## src/rtl/unlock_pkg.sv

```systemverilog
// Shared types for the two-key write unlock gate.
// Assumes: single clock domain, one write per cycle at most.
package unlock_pkg;

    // Sequence position of the gate.
    typedef enum logic [1:0] {
        GATE_LOCKED = 2'd0,
        GATE_ARMED  = 2'd1,
        GATE_OPEN   = 2'd2
    } gate_state_t;

    // Decoded key-register activity for one bus cycle.
    typedef struct packed {
        logic hit0;   // write to first key offset
        logic good0;  // ...carrying the first magic value
        logic hit1;   // write to second key offset
        logic good1;  // ...carrying the second magic value
    } key_ev_t;

endpackage

```

## src/rtl/key_match.sv

```systemverilog
// Decodes bus writes aimed at the two key registers and compares the
// data against the magic values. Purely combinational.
// Assumes: wr_en is a one-cycle strobe qualified by the bus.
module key_match
    import unlock_pkg::*;
#(
    parameter int                ADDR_W    = 12,
    parameter int                DATA_W    = 32,
    parameter logic [ADDR_W-1:0] KEY0_ADDR = 12'h070,
    parameter logic [ADDR_W-1:0] KEY1_ADDR = 12'h074,
    parameter logic [DATA_W-1:0] KEY0_VAL  = 32'h83E7_0B13,
    parameter logic [DATA_W-1:0] KEY1_VAL  = 32'h95A4_F1E0
) (
    input  logic              wr_en,
    input  logic [ADDR_W-1:0] wr_addr,
    input  logic [DATA_W-1:0] wr_data,
    output key_ev_t           ev,
    output logic              any_key
);

    // Address and value compare for both keys.
    always_comb begin
        ev.hit0  = wr_en && (wr_addr == KEY0_ADDR);
        ev.hit1  = wr_en && (wr_addr == KEY1_ADDR);
        ev.good0 = ev.hit0 && (wr_data == KEY0_VAL);
        ev.good1 = ev.hit1 && (wr_data == KEY1_VAL);
        any_key  = (wr_addr == KEY0_ADDR) || (wr_addr == KEY1_ADDR);
    end

endmodule

```

## src/rtl/unlock_seq.sv

```systemverilog
// Three-state sequencer: LOCKED -> ARMED on a good first key,
// ARMED -> OPEN on a good second key; any other key write falls back
// to LOCKED. OPEN is sticky until reset.
// Assumes: ev is decoded from the same cycle's bus write.
module unlock_seq
    import unlock_pkg::*;
(
    input  logic    clk,
    input  logic    rst_n,
    input  key_ev_t ev,
    output logic    unlocked
);

    gate_state_t state_q, state_d;

    // Next-state selection from key events.
    always_comb begin
        state_d = state_q;
        case (state_q)
            GATE_LOCKED: begin
                if (ev.good0)
                    state_d = GATE_ARMED;
            end
            GATE_ARMED: begin
                if (ev.good1)
                    state_d = GATE_OPEN;
                else if (ev.hit1 || (ev.hit0 && !ev.good0))
                    state_d = GATE_LOCKED;
            end
            GATE_OPEN:   state_d = GATE_OPEN;
            default:     state_d = GATE_LOCKED;
        endcase
    end

    // State register with synchronous reset to locked.
    always_ff @(posedge clk) begin
        if (!rst_n)
            state_q <= GATE_LOCKED;
        else
            state_q <= state_d;
    end

    assign unlocked = (state_q == GATE_OPEN);

endmodule

```

## src/rtl/write_filter.sv

```systemverilog
// Passes the bus write strobe to the protected window only when the
// gate is open. Key offsets and addresses outside the window are
// never forwarded.
// Assumes: PROT_LO <= PROT_HI and the key offsets lie outside or are
// excluded explicitly via is_key.
module write_filter #(
    parameter int                ADDR_W  = 12,
    parameter logic [ADDR_W-1:0] PROT_LO = 12'h000,
    parameter logic [ADDR_W-1:0] PROT_HI = 12'h06C
) (
    input  logic              wr_en,
    input  logic [ADDR_W-1:0] wr_addr,
    input  logic              is_key,
    input  logic              unlocked,
    output logic              prot_wr_en
);

    logic in_window;

    // Window decode and gating of the strobe.
    always_comb begin
        in_window  = (wr_addr >= PROT_LO) && (wr_addr <= PROT_HI);
        prot_wr_en = wr_en && in_window && !is_key && unlocked;
    end

endmodule

```

## src/rtl/status_port.sv

```systemverilog
// Builds the general control read word: only the unlock bit is owned
// here, every other bit reads 0.
// Assumes: the read is combinational from rd_addr.
module status_port #(
    parameter int                ADDR_W    = 12,
    parameter int                DATA_W    = 32,
    parameter logic [ADDR_W-1:0] STAT_ADDR = 12'h050,
    parameter int                STAT_BIT  = 23
) (
    input  logic [ADDR_W-1:0] rd_addr,
    input  logic              unlocked,
    output logic [DATA_W-1:0] rd_data
);

    // Place the unlock bit when the status offset is addressed.
    always_comb begin
        rd_data = '0;
        if (rd_addr == STAT_ADDR)
            rd_data[STAT_BIT] = unlocked;
    end

endmodule

```

## src/rtl/unlock_gate.sv

```systemverilog
// Top of the two-key write unlock gate: key decode, sequencer,
// strobe filter and status read word.
// Assumes: synchronous active-low reset, single clock.
module unlock_gate
    import unlock_pkg::*;
#(
    parameter int                ADDR_W    = 12,
    parameter int                DATA_W    = 32,
    parameter logic [ADDR_W-1:0] KEY0_ADDR = 12'h070,
    parameter logic [ADDR_W-1:0] KEY1_ADDR = 12'h074,
    parameter logic [DATA_W-1:0] KEY0_VAL  = 32'h83E7_0B13,
    parameter logic [DATA_W-1:0] KEY1_VAL  = 32'h95A4_F1E0,
    parameter logic [ADDR_W-1:0] STAT_ADDR = 12'h050,
    parameter int                STAT_BIT  = 23,
    parameter logic [ADDR_W-1:0] PROT_LO   = 12'h000,
    parameter logic [ADDR_W-1:0] PROT_HI   = 12'h06C
) (
    input  logic              clk,
    input  logic              rst_n,
    input  logic              wr_en,
    input  logic [ADDR_W-1:0] wr_addr,
    input  logic [DATA_W-1:0] wr_data,
    output logic              prot_wr_en,
    input  logic [ADDR_W-1:0] rd_addr,
    output logic [DATA_W-1:0] rd_data,
    output logic              unlocked
);

    key_ev_t key_ev;
    logic    is_key;

    key_match #(
        .ADDR_W(ADDR_W), .DATA_W(DATA_W),
        .KEY0_ADDR(KEY0_ADDR), .KEY1_ADDR(KEY1_ADDR),
        .KEY0_VAL(KEY0_VAL), .KEY1_VAL(KEY1_VAL)
    ) u_match (
        .wr_en(wr_en), .wr_addr(wr_addr), .wr_data(wr_data),
        .ev(key_ev), .any_key(is_key)
    );

    unlock_seq u_seq (
        .clk(clk), .rst_n(rst_n), .ev(key_ev), .unlocked(unlocked)
    );

    write_filter #(
        .ADDR_W(ADDR_W), .PROT_LO(PROT_LO), .PROT_HI(PROT_HI)
    ) u_filter (
        .wr_en(wr_en), .wr_addr(wr_addr), .is_key(is_key),
        .unlocked(unlocked), .prot_wr_en(prot_wr_en)
    );

    status_port #(
        .ADDR_W(ADDR_W), .DATA_W(DATA_W),
        .STAT_ADDR(STAT_ADDR), .STAT_BIT(STAT_BIT)
    ) u_status (
        .rd_addr(rd_addr), .unlocked(unlocked), .rd_data(rd_data)
    );

endmodule

```

## config.mk

```make
export PLATFORM = sky130hd
export DESIGN_NAME = unlock_gate
export DESIGN_NICKNAME = d
export VERILOG_FILES = /design/src/rtl/unlock_pkg.sv /design/src/rtl/key_match.sv /design/src/rtl/unlock_seq.sv /design/src/rtl/write_filter.sv /design/src/rtl/status_port.sv /design/src/rtl/unlock_gate.sv
export SDC_FILE = /design/constraint.sdc
export NUM_CORES = 1
export LEC_CHECK = 0
export BUFFER_PORTS_ARGS = -buffer_cell sky130_fd_sc_hd__clkbuf_2
export CAP_MARGIN = 20
export CORE_UTILIZATION = 27
export DETAILED_ROUTE_END_ITERATION = 6
export PLACE_DENSITY = 0.8
export SLEW_MARGIN = 20
export SYNTH_ARGS = -nofsm -noshare
export SYNTH_HDL_FRONTEND = slang
export SYNTH_HIERARCHICAL = 1
export SYNTH_SLANG_ARGS = --single-unit
```

## constraint.sdc

```tcl
create_clock -name clk -period 1.2 [get_ports clk]
set_input_delay 0.12 -clock clk [delete_from_list [all_inputs] [get_ports clk]]
set_output_delay 0.12 -clock clk [all_outputs]
set_load 0.02 [all_outputs]
```

==> reports/results.ini <==
[grt]
grtUsageMet1_pct=11.6
use_met3_pct=2.42
grt_usage_pct=11.9
antenna_found_initial=0
grt.busiest_layer=met2
grt_pass1_wl_um=2380
grt_pass1_vias=658
gr-total-overflow=0
use_met2_pct=23.8
grt_max_degree=5

[place]
place_congestion=0.725
io_buffers=61
place_hpwl_um=1440
pre_cts_ws_ps=-260

[synthesis]
yosys.cell_types.count=26
syn_avg_cell_area_um2=7.70
synth_area_um2=639
ys_seq_area_share_pct=6.26
yosysWarnings=6
synth_seq_cells=2
syn_inst=83

[clock_network]
cts_buffers=3
path_clk_slew_ps=30
postCtsHoldBufs=0
h-tree-depth=1
cts_tree=done
clk_latency_ps=220
root_buffer=clkbuf_4
cts_buffer_depth=2
clock_sinks=2

[timing]
hold_viol_final=0
post-route-period-util_pct=119
skew_ps=0.495
tns_ps=-325
period_needed_ps=1430
setup_viol=2
worst_slack_ps=-232
fmax_mhz=698
finalMaxSlewViolations=0
holdWs_ps=133
rsz0062_at_grt=true

[cells_and_area]
largest_reg_flops=2
syn2layout_area_growth_pct=65.9
largest_register=u_seq/state_q
biggestRegsByFlops=u_seq/state_q (2)
drive_above_1_share_pct=57.7
layout.nets=217
fillers=234
n_antenna_cell=0

[worst_setup_path]
endpoint=prot_wr_en
regToRegSetupSlack_ps=240
r2r-end=u_seq/state_q[1]
cp_max_fo=3
critical_path_class=in2out
cp-startpoint=wr_addr[1]
cp_data_required_time_ps=1080
critPathLaunchType=input pin
end_kind=primary output
arrival_ps=1310
rr_startpoint=u_seq/state_q[1]
reg2regPathDepth=4

[route]
drc=0
num_vias=791
drt.antenna.violating_nets=0
drt-vias-per-instance=4.30
drt_iter0_markers=8
avgRoutedWirePerCell_um=9.12
drt-total-wl_um=1680
dr.pass1.iters=4

[pwr]
power.internal_mw=0.285
seqPwrFrac_pct=14.3
switchingPower_mw=0.184
p_per_area_mw_per_mm2=442
worst_ir_drop_vdd_uv=186
leakage_nw=0.566
comb_power_share_pct=54.8
p_clk_share_pct=30.9
swShare_pct=39.3

[floorplanning]
core_mm2=0.00221
initial_core_util_pct=28.9
fp.dieW_um=50.7
fp.dieArea_mm2=0.00257
dieHeight_um=50.7
ios=93
row_count=17

[hold_path]
min_path_type=in2reg

[job]
maxCapViolCount=0

[status]
status=finished, violations left
failed_checks=setup timing

[layout make-up]
type	instances	area [µm²]	share of cell area (%)
Tap cell	28	35.0	3.30
Sequential cell	2	42.5	4.01
Multi-Input combinational cell	77	536	50.5
Timing Repair Buffer	71	414	39.0
Inverter	3	11.3	1.06
Clock buffer	3	22.5	2.12
[layer usage]
layer | vias up | wire, µm
li1 | 396 | -
met1 | 343 | 604
met2 | 52 | 916
met3 | 0 | 157
met4 | 0 | 0
met5 | - | 0
[power groups by stage]
stage / sequential, mW / clock [mW] / combinational (mW)
4_1_cts: 0.0669 / 0.155 / 0.248
3_5_place_dp: 0.0679 / 0 / 0.244
3_3_place_gp: 0.0679 / 0 / 0.241
5_1_grt: 0.0669 / 0.162 / 0.278
2_1_floorplan: 0.0679 / 0 / 0.193
6_report: 0.0670 / 0.145 / 0.257
[logic make-up after synthesis]
family | share of synthesized area [%]
buf+inv | 38.2
compound gates | 5.87
simple gates | 49.1
other cells | 0.587
flops | 6.26
[how the worst min path moves through the flow]
stage	from	end	slack, ps	cells past startpoint
after floorplan	rst_n	u_seq/state_q[1]	240	1
after global placement	rst_n	u_seq/state_q[1]	350	2
after detailed placement	rst_n	u_seq/state_q[1]	360	2
after CTS	rst_n	u_seq/state_q[1]	130	2
after global routing	rst_n	u_seq/state_q[1]	140	2
final	rst_n	u_seq/state_q[1]	130	2
[stage by stage]
| stage | cells | power [mW] | util (%) | cell area, µm² |
|---|---|---|---|---|
| after floorplan | 113 | 0.261 | - | 774 |
| after global placement | 179 | 0.309 | 42.6 | 942 |
| after detailed placement | 179 | 0.312 | 42.6 | 942 |
| after CTS | 183 | 0.471 | 45.9 | 1010 |
| after global routing | 184 | 0.507 | 48.0 | 1060 |
| final | 184 | 0.469 | 48.0 | 1060 |
[layout by cell type (no fill, tap or decap), drive strengths merged]
master  synthesis  final
o21ai           1      1
conb            1     31
buf            31     12
nand3           2      2
nor2            5      5
nor4b           5      5
and4            2      2
nand2b          1      1
o211ai          1      1
o2111a          1      1
nand4b          1      1
inv             3      3
nand2           3      3
clkbuf          0     62
nor2b           2      2
o21a            1      1
and4b           1      1
and4bb          2      2
nor3b           1      1
and3b           1      1
nand4           4      4
nor4bb          5      5
dfxtp           2      2
nor4            6      6
a31oi           1      1
[synthesized netlist by cell type]
cell type   n  area share (%)
buf_4      31              36
nor2_1      5             2.9
nor4_1      5             4.9
nor4bb_1    5             7.8
nand4_1     4             3.9
nor4b_1     4             5.5
inv_1       3             1.8
nand2_1     3             1.8
and4_1      2             2.7
and4bb_2    2             3.9
dfxtp_1     2             6.3
nand3_1     2             1.6
nor2b_1     2             2.0
a31oi_1     1            0.98
and3b_1     1             1.4
and4b_1     1             1.6
conb_1      1            0.59
nand2b_1    1            0.98
nand4b_1    1             1.4
nor3b_1     1             1.2
nor4_2      1             2.0
nor4b_4     1             3.7
o2111a_1    1             1.8
o211ai_1    1             1.2
o21a_1      1             1.2
o21ai_0     1            0.78
[critical path: stages]
cell and delay, ps:
clkbuf_2 110, nor4b_4 330, nand2_1 110, nor4_2 130
and4bb_2 260, nand2_2 80, a31oi_4 40, buf_8 130
[timing repair]
item,CTS,global route
endpoints found under the setup margin,3,4
gates cloned,0,0
endpoints found under the hold margin,0,0
pin swaps,2,5
buffers inserted,1,1
resized for setup,10,10
Power figures use the tool's default switching activity.
